`config.mk`:
```
export PLATFORM = sky130hd
export DESIGN_NAME = i2c_tick_master
export DESIGN_NICKNAME = d
export VERILOG_FILES = /design/src/rtl/i2c_tm_pkg.sv /design/src/rtl/i2c_tm_rstsync.sv /design/src/rtl/i2c_tm_phase.sv /design/src/rtl/i2c_tm_shift.sv /design/src/rtl/i2c_tick_master.sv
export SDC_FILE = /design/constraint.sdc
export NUM_CORES = 1
export LEC_CHECK = 0
export ABC_CLOCK_PERIOD_IN_PS = 4500
export BUFFER_PORTS_ARGS = -buffer_cell sky130_fd_sc_hd__buf_2
export CORE_MARGIN = 1
export CORE_UTILIZATION = 60
export CTS_CLUSTER_DIAMETER = 200
export DETAILED_ROUTE_END_ITERATION = 8
export GPL_TIMING_DRIVEN = 0
export PLACE_DENSITY = 0.82
export SYNTH_ARGS = -nofsm -noshare
export SYNTH_HDL_FRONTEND = slang
export SYNTH_HIERARCHICAL = 1
export SYNTH_SLANG_ARGS = --single-unit
export TNS_END_PERCENT = 5
```
`constraint.sdc`:
```
create_clock -name clk -period 4.5 [get_ports clk]
set_clock_uncertainty 0.1 [all_clocks]
set_input_delay 0.9 -clock clk [delete_from_list [all_inputs] [get_ports clk]]
set_output_delay 0.9 -clock clk [all_outputs]
set_load 0.02 [all_outputs]
```
`src/rtl/i2c_tm_pkg.sv`:
```
package i2c_tm_pkg;

  typedef enum logic [2:0] {
    ST_IDLE,
    ST_START,
    ST_TXBIT,
    ST_TXACK,
    ST_RXBIT,
    ST_RXACK,
    ST_STOP
  } tm_state_e;

  // which byte the transmit/receive slots are working on
  typedef enum logic [2:0] {
    BY_ADDRW,
    BY_REG,
    BY_WDATA,
    BY_ADDRR,
    BY_RDATA
  } tm_byte_e;

  // the three phases of one bit slot
  localparam logic [1:0] PH_A = 2'd0;
  localparam logic [1:0] PH_B = 2'd1;
  localparam logic [1:0] PH_C = 2'd2;

endpackage

```
`src/rtl/i2c_tm_rstsync.sv`:
```
module i2c_tm_rstsync #(
  parameter int STAGES = 2
) (
  input  logic clk,
  input  logic rst_an,
  output logic rst_sn
);

  logic [STAGES-1:0] sync_q;

  always_ff @(posedge clk or negedge rst_an) begin
    if (!rst_an) sync_q <= '0;
    else         sync_q <= {sync_q[STAGES-2:0], 1'b1};
  end

  assign rst_sn = sync_q[STAGES-1];

endmodule

```
`src/rtl/i2c_tm_phase.sv`:
```
module i2c_tm_phase import i2c_tm_pkg::*; (
  input  logic       clk,
  input  logic       rst_n,
  input  logic       tick,
  input  logic       run,
  output logic [1:0] ph,
  output logic       mid_end,
  output logic       slot_end
);

  logic [1:0] ph_q, ph_d;

  always_comb begin
    ph_d = ph_q;
    if (!run)      ph_d = PH_A;
    else if (tick) ph_d = (ph_q == PH_C) ? PH_A : ph_q + 2'd1;
  end

  always_ff @(posedge clk or negedge rst_n) begin
    if (!rst_n) ph_q <= PH_A;
    else        ph_q <= ph_d;
  end

  assign ph       = ph_q;
  assign mid_end  = run && tick && (ph_q == PH_B);
  assign slot_end = run && tick && (ph_q == PH_C);

  AST_PHASE_WRAP: assert property (@(posedge clk) disable iff (!rst_n)
    (run && tick && ph_q == PH_C) |=> (ph_q == PH_A));

  AST_PHASE_HOLD: assert property (@(posedge clk) disable iff (!rst_n)
    (run && !tick) |=> $stable(ph_q));

endmodule

```
`src/rtl/i2c_tm_shift.sv`:
```
module i2c_tm_shift #(
  parameter int W = 8
) (
  input  logic         clk,
  input  logic         rst_n,
  input  logic         load,
  input  logic [W-1:0] load_val,
  input  logic         shift,
  input  logic         shift_in,
  output logic [W-1:0] q,
  output logic         msb
);

  logic [W-1:0] q_q, q_d;

  always_comb begin
    q_d = q_q;
    if (load)       q_d = load_val;
    else if (shift) q_d = {q_q[W-2:0], shift_in};
  end

  always_ff @(posedge clk or negedge rst_n) begin
    if (!rst_n) q_q <= '0;
    else        q_q <= q_d;
  end

  assign q   = q_q;
  assign msb = q_q[W-1];

endmodule

```
`src/rtl/i2c_tick_master.sv`:
```
module i2c_tick_master import i2c_tm_pkg::*; #(
  parameter logic [6:0] SLV_ADDR = 7'h68,
  parameter int         MAX_RD   = 16
) (
  input  logic                        clk,
  input  logic                        rst_n,
  input  logic                        tick,
  input  logic                        cmd_go,
  input  logic                        cmd_rd,
  input  logic [7:0]                  cmd_reg,
  input  logic [7:0]                  cmd_wdata,
  input  logic [$clog2(MAX_RD+1)-1:0] cmd_len,
  output logic                        busy,
  output logic                        err,
  output logic [7:0]                  rd_data,
  output logic                        rd_valid,
  output logic                        scl_oe,
  output logic                        sda_oe,
  input  logic                        sda_i
);

  localparam int BYTE_W = 8;
  localparam int BITC_W = $clog2(BYTE_W);
  localparam int LEN_W  = $clog2(MAX_RD + 1);
  localparam logic [BITC_W-1:0] LAST_BIT = BITC_W'(BYTE_W - 1);

  logic rst_s;
  logic [1:0] ph;
  logic mid_end, slot_end;

  tm_state_e   state_q, state_d;
  tm_byte_e    kind_q, kind_d;
  logic [BITC_W-1:0] bitc_q, bitc_d;
  logic [LEN_W-1:0]  rem_q, rem_d;
  logic        is_rd_q, is_rd_d;
  logic [7:0]  reg_q, reg_d, wdat_q, wdat_d;
  logic        nack_q, nack_d, err_q, err_d, vld_q, vld_d;

  logic              sh_load, sh_shift, sh_in, sh_msb;
  logic [BYTE_W-1:0] sh_val, sh_q;
  logic              scl_low, sda_low, last_rd;

  i2c_tm_rstsync #(.STAGES(2)) u_rst (
    .clk(clk), .rst_an(rst_n), .rst_sn(rst_s)
  );

  i2c_tm_phase u_ph (
    .clk(clk), .rst_n(rst_s), .tick(tick), .run(busy),
    .ph(ph), .mid_end(mid_end), .slot_end(slot_end)
  );

  i2c_tm_shift #(.W(BYTE_W)) u_sh (
    .clk(clk), .rst_n(rst_s), .load(sh_load), .load_val(sh_val),
    .shift(sh_shift), .shift_in(sh_in), .q(sh_q), .msb(sh_msb)
  );

  assign busy    = (state_q != ST_IDLE);
  assign last_rd = (rem_q == LEN_W'(1));

  // next-state logic
  always_comb begin
    state_d = state_q;  kind_d = kind_q;   bitc_d = bitc_q;
    rem_d   = rem_q;    is_rd_d = is_rd_q; reg_d  = reg_q;
    wdat_d  = wdat_q;   nack_d = nack_q;   err_d  = err_q;
    vld_d   = 1'b0;
    sh_load = 1'b0;     sh_val = '0;       sh_shift = 1'b0; sh_in = 1'b0;
    case (state_q)
      ST_IDLE: if (cmd_go) begin
        is_rd_d = cmd_rd;
        reg_d   = cmd_reg;
        wdat_d  = cmd_wdata;
        rem_d   = (cmd_len == '0) ? LEN_W'(1) : cmd_len;
        err_d   = 1'b0;
        kind_d  = BY_ADDRW;
        state_d = ST_START;
      end
      ST_START: if (slot_end) begin
        sh_load = 1'b1;
        sh_val  = {SLV_ADDR, (kind_q == BY_ADDRR)};
        bitc_d  = '0;
        state_d = ST_TXBIT;
      end
      ST_TXBIT: if (slot_end) begin
        sh_shift = 1'b1;
        bitc_d   = bitc_q + 1'b1;
        if (bitc_q == LAST_BIT) state_d = ST_TXACK;
      end
      ST_TXACK: begin
        if (mid_end) nack_d = sda_i;
        if (slot_end) begin
          bitc_d = '0;
          if (nack_q) begin
            err_d   = 1'b1;
            state_d = ST_STOP;
          end else begin
            case (kind_q)
              BY_ADDRW: begin
                sh_load = 1'b1; sh_val = reg_q;
                kind_d = BY_REG; state_d = ST_TXBIT;
              end
              BY_REG: if (is_rd_q) begin
                kind_d = BY_ADDRR; state_d = ST_START;
              end else begin
                sh_load = 1'b1; sh_val = wdat_q;
                kind_d = BY_WDATA; state_d = ST_TXBIT;
              end
              BY_ADDRR: begin
                kind_d = BY_RDATA; state_d = ST_RXBIT;
              end
              default: state_d = ST_STOP;
            endcase
          end
        end
      end
      ST_RXBIT: begin
        if (mid_end) begin
          sh_shift = 1'b1;
          sh_in    = sda_i;
        end
        if (slot_end) begin
          bitc_d = bitc_q + 1'b1;
          if (bitc_q == LAST_BIT) begin
            vld_d   = 1'b1;
            state_d = ST_RXACK;
          end
        end
      end
      ST_RXACK: if (slot_end) begin
        bitc_d = '0;
        if (last_rd) state_d = ST_STOP;
        else begin
          rem_d   = rem_q - 1'b1;
          state_d = ST_RXBIT;
        end
      end
      ST_STOP: if (slot_end) state_d = ST_IDLE;
      default: state_d = ST_IDLE;
    endcase
  end

  // registers
  always_ff @(posedge clk or negedge rst_s) begin
    if (!rst_s) begin
      state_q <= ST_IDLE;  kind_q <= BY_ADDRW; bitc_q <= '0;
      rem_q   <= '0;       is_rd_q <= 1'b0;    reg_q  <= '0;
      wdat_q  <= '0;       nack_q <= 1'b0;     err_q  <= 1'b0;
      vld_q   <= 1'b0;
    end else begin
      state_q <= state_d;  kind_q <= kind_d;   bitc_q <= bitc_d;
      rem_q   <= rem_d;    is_rd_q <= is_rd_d; reg_q  <= reg_d;
      wdat_q  <= wdat_d;   nack_q <= nack_d;   err_q  <= err_d;
      vld_q   <= vld_d;
    end
  end

  // line decode: phase A = first low, B = high, C = second low
  always_comb begin
    scl_low = 1'b0;
    sda_low = 1'b0;
    case (state_q)
      ST_START: begin scl_low = (ph == PH_C); sda_low = (ph != PH_A); end
      ST_STOP:  begin scl_low = (ph == PH_A); sda_low = (ph != PH_C); end
      ST_TXBIT: begin scl_low = (ph != PH_B); sda_low = ~sh_msb;      end
      ST_TXACK,
      ST_RXBIT: begin scl_low = (ph != PH_B); sda_low = 1'b0;         end
      ST_RXACK: begin scl_low = (ph != PH_B); sda_low = ~last_rd;     end
      default:  begin scl_low = 1'b0;         sda_low = 1'b0;         end
    endcase
  end

  assign scl_oe   = scl_low;
  assign sda_oe   = sda_low;
  assign err      = err_q;
  assign rd_valid = vld_q;
  assign rd_data  = sh_q;

  logic in_bit;
  assign in_bit = (state_q == ST_TXBIT) || (state_q == ST_TXACK) ||
                  (state_q == ST_RXBIT) || (state_q == ST_RXACK);

  AST_STATE_HOLD: assert property (@(posedge clk) disable iff (!rst_s)
    (busy && !tick) |=> $stable(state_q));

  AST_SDA_STEADY_SCL_HIGH: assert property (@(posedge clk) disable iff (!rst_s)
    (in_bit && !scl_oe && $past(in_bit) && $past(!scl_oe)) |-> $stable(sda_oe));

  AST_NACK_TO_STOP: assert property (@(posedge clk) disable iff (!rst_s)
    (state_q == ST_TXACK && slot_end && nack_q) |=> (state_q == ST_STOP));

  AST_ERR_FROM_ACK: assert property (@(posedge clk) disable iff (!rst_s)
    $rose(err) |-> ($past(state_q) == ST_TXACK));

  AST_VALID_PULSE: assert property (@(posedge clk) disable iff (!rst_s)
    rd_valid |=> !rd_valid);

  AST_GO_WHILE_BUSY: assert property (@(posedge clk) disable iff (!rst_s)
    (busy && cmd_go) |=> ($stable(is_rd_q) && $stable(reg_q) && $stable(wdat_q)));

endmodule

```
==> results.sh, run 1 <==
export IMPL_leakage_nw=1.27
export IMPL_ys_ff_latch=46
export IMPL_grt_total_usage_pct=25.8
export IMPL_dieArea_sq_um=4410
export IMPL_hold_slack_ns=0.0529
export IMPL_cts_tree="done"
export IMPL_syn_inst=246
export IMPL_area_delta_synth_final_pct=15.7
export IMPL_io_buffers=39
export IMPL_grt_overflow_total=0
export IMPL_gp_congestion=0.895
export IMPL_rsz0062_at_grt="no"
export IMPL_fmax_mhz=319
export IMPL_drive_above_1_share_pct=29.4
export IMPL_hold_buffers=0
export IMPL_critPathSlowestCell="a211oi_1"
export IMPL_slew_headroom_pct=32.9
export IMPL_initialDrtViolationCount=132
export IMPL_h_tree_depth=2
export IMPL_grt_pass1_wl_microns=8410
export IMPL_synth_top_area_share_pct=46.3
export IMPL_tns_ns=0
export IMPL_yosys_top_cells_area="dfrtp_1 46%, mux2_2 9.0%, nand2_1 4.5%"
export IMPL_synth_most_common_cell="dfrtp_1"
export IMPL_cts_root_buf="clkbuf_8"
export IMPL_drc_errors=0
export IMPL_min_period_ns=3.13
export IMPL_critPathTopFamily="buffers and inverters"
export IMPL_cts_sinks=46
export IMPL_arrival_ns=3.24
export IMPL_p_per_area_nw_per_um2=590
export IMPL_crit_chain="clkbuf_1 > clkbuf_1 > or3_1 > nand2_2 > nor3b_2 > nand2_1 > a211oi_1 > buf_6 > nand2_1 > o21ai_1"
export IMPL_fillers=295
export IMPL_wire_per_inst_microns=14.8
export IMPL_n_antenna_cell=0
export IMPL_hold_viol_final=0
export IMPL_die_x_microns=66.4
export IMPL_peakVddDrop_uv=344
export IMPL_hpwl_microns=3730
export IMPL_cp_data_required_time_ns=4.61
export IMPL_ant_nets=0
export IMPL_totalWireLength_microns=5070
export IMPL_synth_common_cells="46 x dfrtp_1, 30 x nand2_1, 20 x mux2_2"
export IMPL_antenna_found_initial=0
export IMPL_max_cap_violations=0
export IMPL_setup_violations=0
export IMPL_cts_setup_buffers=0
export IMPL_dr_pass1_iters=4
export IMPL_cts_buffers=5
export IMPL_async_flop_share_pct=100
export IMPL_ys_seq_area_share_pct=46.3
export IMPL_clk_path_buf_depth=2
export IMPL_path_class="reg2reg"
export IMPL_end_kind="flop"
export IMPL_crit_fanout=10
export IMPL_clock_latency_ns=0.29
export IMPL_worstHoldPathType="reg2async"
export IMPL_syn_area_sq_um=2490
export IMPL_synth_edf_count=0
export IMPL_viasPerCell=5.82
export IMPL_yosysUniqueCellTypes=48
export IMPL_clk_pin_slew_ns=0.08
export IMPL_p_total_mw=1.70
export IMPL_fin_crit_sh_pct=69.6
export IMPL_syn_num_nets=277
export IMPL_grt_max_degree=34
export IMPL_ioPinCount=40
export IMPL_cts_resized=0
export IMPL_slew_violations=0
export IMPL_nets=324
export IMPL_startpoint_type="flop"
export IMPL_synth_ff_type="dfrtp_1"
export IMPL_rows=23
export IMPL_crit_buf_inv=3
export IMPL_grt_pass1_vias=1796
export IMPL_start_util_pct=62.2
export IMPL_max_stage_delay_ns=0.74
export IMPL_status="finished, final reports clean"
export IMPL_yosys_area_top_type="dfrtp_1"
export IMPL_syn_avg_cell_area_sq_um=10.1
export IMPL_vias=1996
export IMPL_design_core_area_sq_um=4000
export IMPL_ys_warnings_count=6
export IMPL_worst_pin_slew_ns=0.999
export IMPL_die_h_microns=66.4
-- per-stage QoR --
stage               setup WS [ns]  cells  utilization, %  area, sq um
floorplan                    1.80    246               -         2490
global placement             1.46    335            68.7         2750
detailed placement           1.43    336            69.2         2770
CTS                          1.41    343            72.0         2880
global route                0.998    343            72.0         2880
finish                       1.37    343            72.0         2880
-- sequential cells by signal, summed over array words and instances (netlist names) --
signal	count
u_ph/ph	2
wdat_q	8
err	1
u_sh/q	8
reg_q	8
u_rst/sync_q	2
nack_q	1
is_rd_q	1
bitc_q	3
state_q	3
rd_valid	1
rem_q	5
kind_q	3
-- cell families after synthesis --
group,share of synthesized area [%]
mux,12.7
flops,46.3
buf+inv,4.73
fa+ha+maj,2.41
compound gates,17.4
other cells,0.151
simple gates,16.4
-- power breakdown --
part	switching, mW	internal [mW]
combinational	0.388	0.312
sequential	0.124	0.568
clock	0.130	0.178
-- cell type report --
cell class	instances	area, sq um	area share (%)
multi-input combinational	177	1220	42.4
buffer	18	98.8	3.43
timing repair buffer	40	215	7.47
sequential	46	1150	40.0
clock inverter	1	30.0	1.04
tap	50	62.6	2.17
inverter	5	18.8	0.652
clock buffer	6	82.6	2.87
-- path summary, 6_finish.rpt --
| check | depth (start not counted) | slack (ns) | start | to |
|---|---|---|---|---|
| setup / recovery | 10 | 1.37 | state_q[1] | u_sh/q[1] |
| hold / removal | 0 | 0.05 | u_rst/sync_q[1] | nack_q |
| setup reg to reg | 10 | 1.37 | state_q[1] | u_sh/q[1] |
| hold reg to reg | 0 | 0.05 | u_rst/sync_q[1] | nack_q |
| max in group asynchronous | 1 | 3.79 | u_rst/sync_q[1] | wdat_q[2] |
| min in group clk | 0 | 0.26 | u_rst/sync_q[0] | u_rst/sync_q[1] |
-- routing by layer --
| metal | up-vias | track usage (%) | part of all wire, % |
|---|---|---|---|
| li1 | 978 | - | - |
| met1 | 944 | 34.6 | 45 |
| met2 | 66 | 40.8 | 48 |
| met3 | 8 | 6.21 | 5.7 |
| met4 | 0 | 8.51 | 1.6 |
| met5 | - | 0 | 0 |
-- layout by cell type (no fill, tap or decap), types with 3 or more instances in the layout --
cell      count
a211oi_1      4
buf_6         3
nand3_1       3
a22oi_1      11
nor2_1       15
clkbuf_1      9
nor3_1        7
o21ai_0      15
nand2_1      30
dfrtp_1      45
clkbuf_8      6
nand3b_1      4
mux2_2       20
mux2i_1       9
a21oi_1       7
buf_2        43
and3b_1       3
ha_1          4
nand2b_1      3
o21ai_1       9
inv_1         5
(Power assumes the default switching activity.)
==> run 2: changes to the inputs <==
Settings changed: ABC_CLOCK_PERIOD_IN_PS 4500 to 3050, CORE_UTILIZATION 60 to 56, PLACE_DENSITY 0.82 to 0.77.
Clock period 4.5 ns to 3.05 ns, I/O delays scaled along.
==> run 2 against run 1 <==
- worst setup slack lost 1.1 ns
- critical path depth rose by 1
- die area rose by 6.9%
- cell area about the same
- combinational power up 47%
- non-clock buffer count stayed put
- sequential cell count unchanged
- critical path type unchanged
- largest cell class unchanged
- hold slack worse by 0.0039 ns
- highest routed layer unchanged
- wire length is 2.0% higher
- clock power up 22%
- cell count is 0.29% higher
- core utilization shrank 2.6 points
==> results.sh, run 2 (same netlist as run 1, synthesis figures left out) <==
export IMPL_timing_final_ws_setup_ns=0.289
export IMPL_rsz0062_at_grt="no"
export IMPL_post_route_util_pct=69.4
export IMPL_dieArea_sq_um=4710
export IMPL_cts_tree="done"
export IMPL_slew_violations=0
export IMPL_viasPerCell=5.87
export IMPL_fmax_mhz=362
export IMPL_hold_viol_final=0
export IMPL_initialDrtViolationCount=130
export IMPL_fin_area_sq_um=2880
export IMPL_n_antenna_cell=0
export IMPL_ant_nets=0
export IMPL_wire_per_inst_microns=15.0
export IMPL_crit_fanout=10
export IMPL_clk_path_buf_depth=2
export IMPL_end_kind="flop"
export IMPL_cp_data_required_time_ns=3.13
export IMPL_r2r_slack_ns=0.29
export IMPL_cts_sinks=46
export IMPL_dr_pass1_iters=4
export IMPL_grt_total_usage_pct=24.0
export IMPL_cts_buffers=5
export IMPL_grt_pass1_vias=1817
export IMPL_critPathCapture="u_sh/q[5]"
export IMPL_totalWireLength_microns=5170
export IMPL_start_util_pct=60.1
export IMPL_arrival_ns=2.84
export IMPL_ioPinCount=40
export IMPL_drc_errors=0
export IMPL_vias=2018
export IMPL_p_per_area_nw_per_um2=846
export IMPL_min_period_ns=2.76
export IMPL_die_x_microns=68.7
export IMPL_h_tree_depth=2
export IMPL_leakage_nw=1.27
export IMPL_dp_slack_ns=-0.0455
export IMPL_grt_max_degree=34
export IMPL_startpoint_type="flop"
export IMPL_area_delta_synth_final_pct=15.6
export IMPL_cts_root_buf="clkbuf_8"
export IMPL_worst_pin_slew_ns=1.01
export IMPL_r2r_cells=11
export IMPL_nets=324
export IMPL_max_cap_violations=0
export IMPL_clk_pin_slew_ns=0.09
export IMPL_layout_common_cells="45 x dfrtp_1, 43 x buf_2, 30 x nand2_1"
export IMPL_p_total_mw=2.43
export IMPL_grt_overflow_total=0
export IMPL_reg2reg_to="u_sh/q[5]"
export IMPL_fillers=342
export IMPL_final_common_cell="dfrtp_1"
export IMPL_setup_violations=0
export IMPL_io_buffers=39
export IMPL_fin_crit_sh_pct=90.5
export IMPL_rr_startpoint="state_q[2]"
export IMPL_antenna_found_initial=0
export IMPL_clock_latency_ns=0.31
export IMPL_status="finished, final reports clean"
export IMPL_worstHoldPathType="reg2async"
export IMPL_gp_congestion=0.860
export IMPL_peakVddDrop_uv=476
export IMPL_slew_headroom_pct=32.2
export IMPL_crit_start="state_q[2]"
export IMPL_path_class="reg2reg"
export IMPL_drive_above_1_share_pct=31.3
export IMPL_rows=23
export IMPL_post_dp_cell_area_sq_um=2770
export IMPL_grt_pass1_wl_microns=8190
export IMPL_hold_slack_ns=0.0490
export IMPL_hpwl_microns=3770
export IMPL_design_core_area_sq_um=4140
export IMPL_die_h_microns=68.7
## run 2: report_power, final
| part | internal, mW | leakage, nW | total (mW) | switching, mW |
|---|---|---|---|---|
| combinational | 0.461 | 0.652 | 1.03 | 0.567 |
| sequential | 0.838 | 0.574 | 1.03 | 0.193 |
| clock | 0.161 | 0.0441 | 0.376 | 0.215 |
## run 2: critical path, stage by stage, from the launching register on
cell,delay (ns)
dfrtp_1,0.38
buf_2,0.23
clkbuf_2,0.26
or3_1,0.21
nand2_2,0.10
nor3b_2,0.28
clkbuf_2,0.28
a22oi_1,0.11
nor2_1,0.19
buf_6,0.18
mux2i_1,0.23
o21ai_1,0.08
## run 2: per-layer routing
layer / up-vias / wire length, microns / GRT usage (%)
met5: - / 0 / 0
li1: 981 / - / -
met2: 56 / 2540 / 39.3
met1: 973 / 2330 / 30.3
met3: 8 / 228 / 6.09
met4: 0 / 68 / 9.11
## run 2: layout make-up
type / count / area (sq um) / area share (%)
multi-input cells: 177 / 1230 / 42.7
inverters: 5 / 18.8 / 0.652
clock buffers: 5 / 68.8 / 2.39
plain buffers: 17 / 98.8 / 3.43
well taps: 50 / 62.6 / 2.17
flip-flops and latches: 46 / 1150 / 40.0
clock inverters: 3 / 21.3 / 0.739
repair buffers: 41 / 225 / 7.83
## run 2: through the flow
step | TNS [ns] | std cells
after floorplan | 0 | 246
after global placement | -0.0406 | 335
after detailed placement | -0.129 | 336
after CTS | 0 | 345
after global routing | 0 | 344
final | 0 | 344
## run 2: worst min path at each step
stage | end | slack (ns) | cells past startpoint
global route | kind_q[1] | 0.09 | 0
global placement | u_rst/sync_q[1] | 0.24 | 0
detailed placement | kind_q[1] | 0.06 | 0
CTS | kind_q[1] | 0.06 | 0
floorplan | u_rst/sync_q[0] | 0.21 | 0
finish | bitc_q[1] | 0.05 | 0
## run 2: what timing repair did
action	in CTS	in global routing
hold buffers	1	0
hold endpoints to repair	2	0
buffers inserted	0	0
setup endpoints to repair	8	10
resized for setup	2	5
cloned	0	0
==> run 3: changes to the inputs <==
Settings changed: CORE_UTILIZATION 56 to 58, CTS_BUF_LIST set to sky130_fd_sc_hd__clkbuf_8, PLACE_DENSITY 0.77 to 0.8.
==> run 3 against run 2 <==
- clock power barely moved
- global-route usage is 0.12 points lower
- register-to-register slack worse by 0.04 ns
- fmax decreased by 1.5%
- die area down 3.4%
- clock-buffer cell count did not move
- sequential cell count did not move
- total power about the same
==> results.sh, run 3 (same netlist as run 1, synthesis figures left out) <==
export IMPL_status="finished, final reports clean"
export IMPL_critPathSlowestCell="clkbuf_1"
export IMPL_crit_chain="buf_2 > clkbuf_2 > or3_1 > nand2_2 > nor3b_2 > clkbuf_1 > a22oi_1 > nor2_1 > buf_6 > mux2i_1 > o21ai_1"
export IMPL_h_tree_depth=2
export IMPL_placedCellCount=336
export IMPL_totalWireLength_microns=5100
export IMPL_area_delta_synth_final_pct=15.4
export IMPL_clk_path_buf_depth=2
export IMPL_drive_above_1_share_pct=30.6
export IMPL_rr_startpoint="state_q[2]"
export IMPL_vias=2012
export IMPL_hpwl_microns=3700
export IMPL_n_antenna_cell=0
export IMPL_ioPinCount=40
export IMPL_die_x_microns=67.5
export IMPL_startpoint_type="flop"
export IMPL_fmax_mhz=357
export IMPL_worstHoldPathType="reg2async"
export IMPL_nets=324
export IMPL_path_class="reg2reg"
export IMPL_design_core_area_sq_um=4060
export IMPL_cts_root_buf="clkbuf_8"
export IMPL_fin_crit_sh_pct=91.9
export IMPL_leakage_nw=1.26
export IMPL_end_kind="flop"
export IMPL_crit_start="state_q[2]"
export IMPL_slew_violations=0
export IMPL_clock_latency_ns=0.30
export IMPL_io_buffers=39
export IMPL_cts_buffers=5
export IMPL_die_h_microns=67.5
export IMPL_wire_per_inst_microns=14.8
export IMPL_grt_pass1_wl_microns=7950
export IMPL_arrival_ns=2.87
export IMPL_gp_congestion=0.832
export IMPL_timing_final_ws_setup_ns=0.247
export IMPL_dr_pass1_iters=5
export IMPL_layoutNonFillerInstCount=344
export IMPL_p_per_area_nw_per_um2=847
export IMPL_layout_common_cells="45 x dfrtp_1, 43 x buf_2, 30 x nand2_1"
export IMPL_drc_errors=0
export IMPL_cts_tree="done"
export IMPL_grt_overflow_total=0
export IMPL_grt_pass1_vias=1731
export IMPL_r2r_cells=11
export IMPL_peakVddDrop_uv=430
export IMPL_cts_setup_buffers=0
export IMPL_slew_headroom_pct=34.9
export IMPL_viasPerCell=5.85
export IMPL_crit_fanout=10
export IMPL_p_total_mw=2.43
export IMPL_cp_data_required_time_ns=3.12
export IMPL_dieArea_sq_um=4560
export IMPL_post_route_util_pct=70.8
export IMPL_grt_total_usage_pct=23.9
export IMPL_cts_sinks=46
export IMPL_hold_viol_final=0
export IMPL_antenna_found_initial=0
export IMPL_rows=23
export IMPL_ant_nets=0
export IMPL_reg2reg_to="u_sh/q[5]"
export IMPL_initialDrtViolationCount=87
export IMPL_grt_max_degree=35
export IMPL_max_cap_violations=0
export IMPL_max_stage_delay_ns=0.37
export IMPL_min_period_ns=2.80
export IMPL_clk_pin_slew_ns=0.09
export IMPL_r2r_slack_ns=0.25
export IMPL_rsz0062_at_grt="no"
export IMPL_final_common_cell="dfrtp_1"
export IMPL_dp_slack_ns=-0.0304
export IMPL_setup_violations=0
export IMPL_worst_pin_slew_ns=0.969
export IMPL_start_util_pct=61.3
-- run 3: cell counts in the layout (fill, tap and decap cells not counted) --
No cell type changed its count.
-- run 3: area by class of cell --
cell class,count,area (sq um)
Timing Repair Buffer,41,225
Multi-Input combinational cell,177,1220
Sequential cell,46,1150
Fill cell,329,1190
Inverter,5,18.8
Clock inverter,3,21.3
Tap cell,50,62.6
Buffer,17,97.6
Clock buffer,5,68.8
-- run 3: per-layer routing --
layer / global-route usage (%) / up-vias / share of wire (%)
met5: 0 / - / 0
met4: 7.18 / 0 / 1.2
met3: 4.90 / 6 / 4.8
met2: 38.2 / 64 / 46
met1: 32.4 / 957 / 48
li1: - / 985 / -
-- run 3: critical path, delay by kind of cell (launching register included) --
| kind | cells | cell delay [ns] |
|---|---|---|
| AO/OA/AOI/OAI | 2 | 0.20 |
| buffers and inverters | 4 | 1.03 |
| flip-flops | 1 | 0.36 |
| multiplexers | 1 | 0.21 |
| AND/OR/NAND/NOR | 4 | 0.77 |
-- run 3: power by group --
part / switching [mW] / internal [mW] / total, mW
combinational: 0.564 / 0.459 / 1.02
clock: 0.212 / 0.161 / 0.373
sequential: 0.198 / 0.838 / 1.04
-- run 3: how the worst max path moves through the flow --
stage | slack, ns | end
after floorplan | 0.35 | u_sh/q[6]
after global placement | -0.04 | u_sh/q[3]
after detailed placement | -0.03 | u_sh/q[3]
after CTS | 0.07 | u_sh/q[5]
after global routing | 0.1 | u_sh/q[4]
final | 0.25 | u_sh/q[5]
-- run 3: through the flow --
stage / area (sq um) / hold WS [ns] / TNS, ns
6_report: 2870 / 0.0426 / 0
5_1_grt: 2870 / 0.0682 / 0
4_1_cts: 2870 / 0.0564 / 0
3_5_place_dp: 2770 / 0.0487 / -0.0711
3_3_place_gp: 2750 / 0.241 / -0.173
2_1_floorplan: 2490 / 0.214 / 0
-- run 3: timing repair --
item	CTS	global route
gates resized for setup	1	4
endpoints found under the setup margin	8	10
hold buffers	1	0
endpoints found under the hold margin	2	0
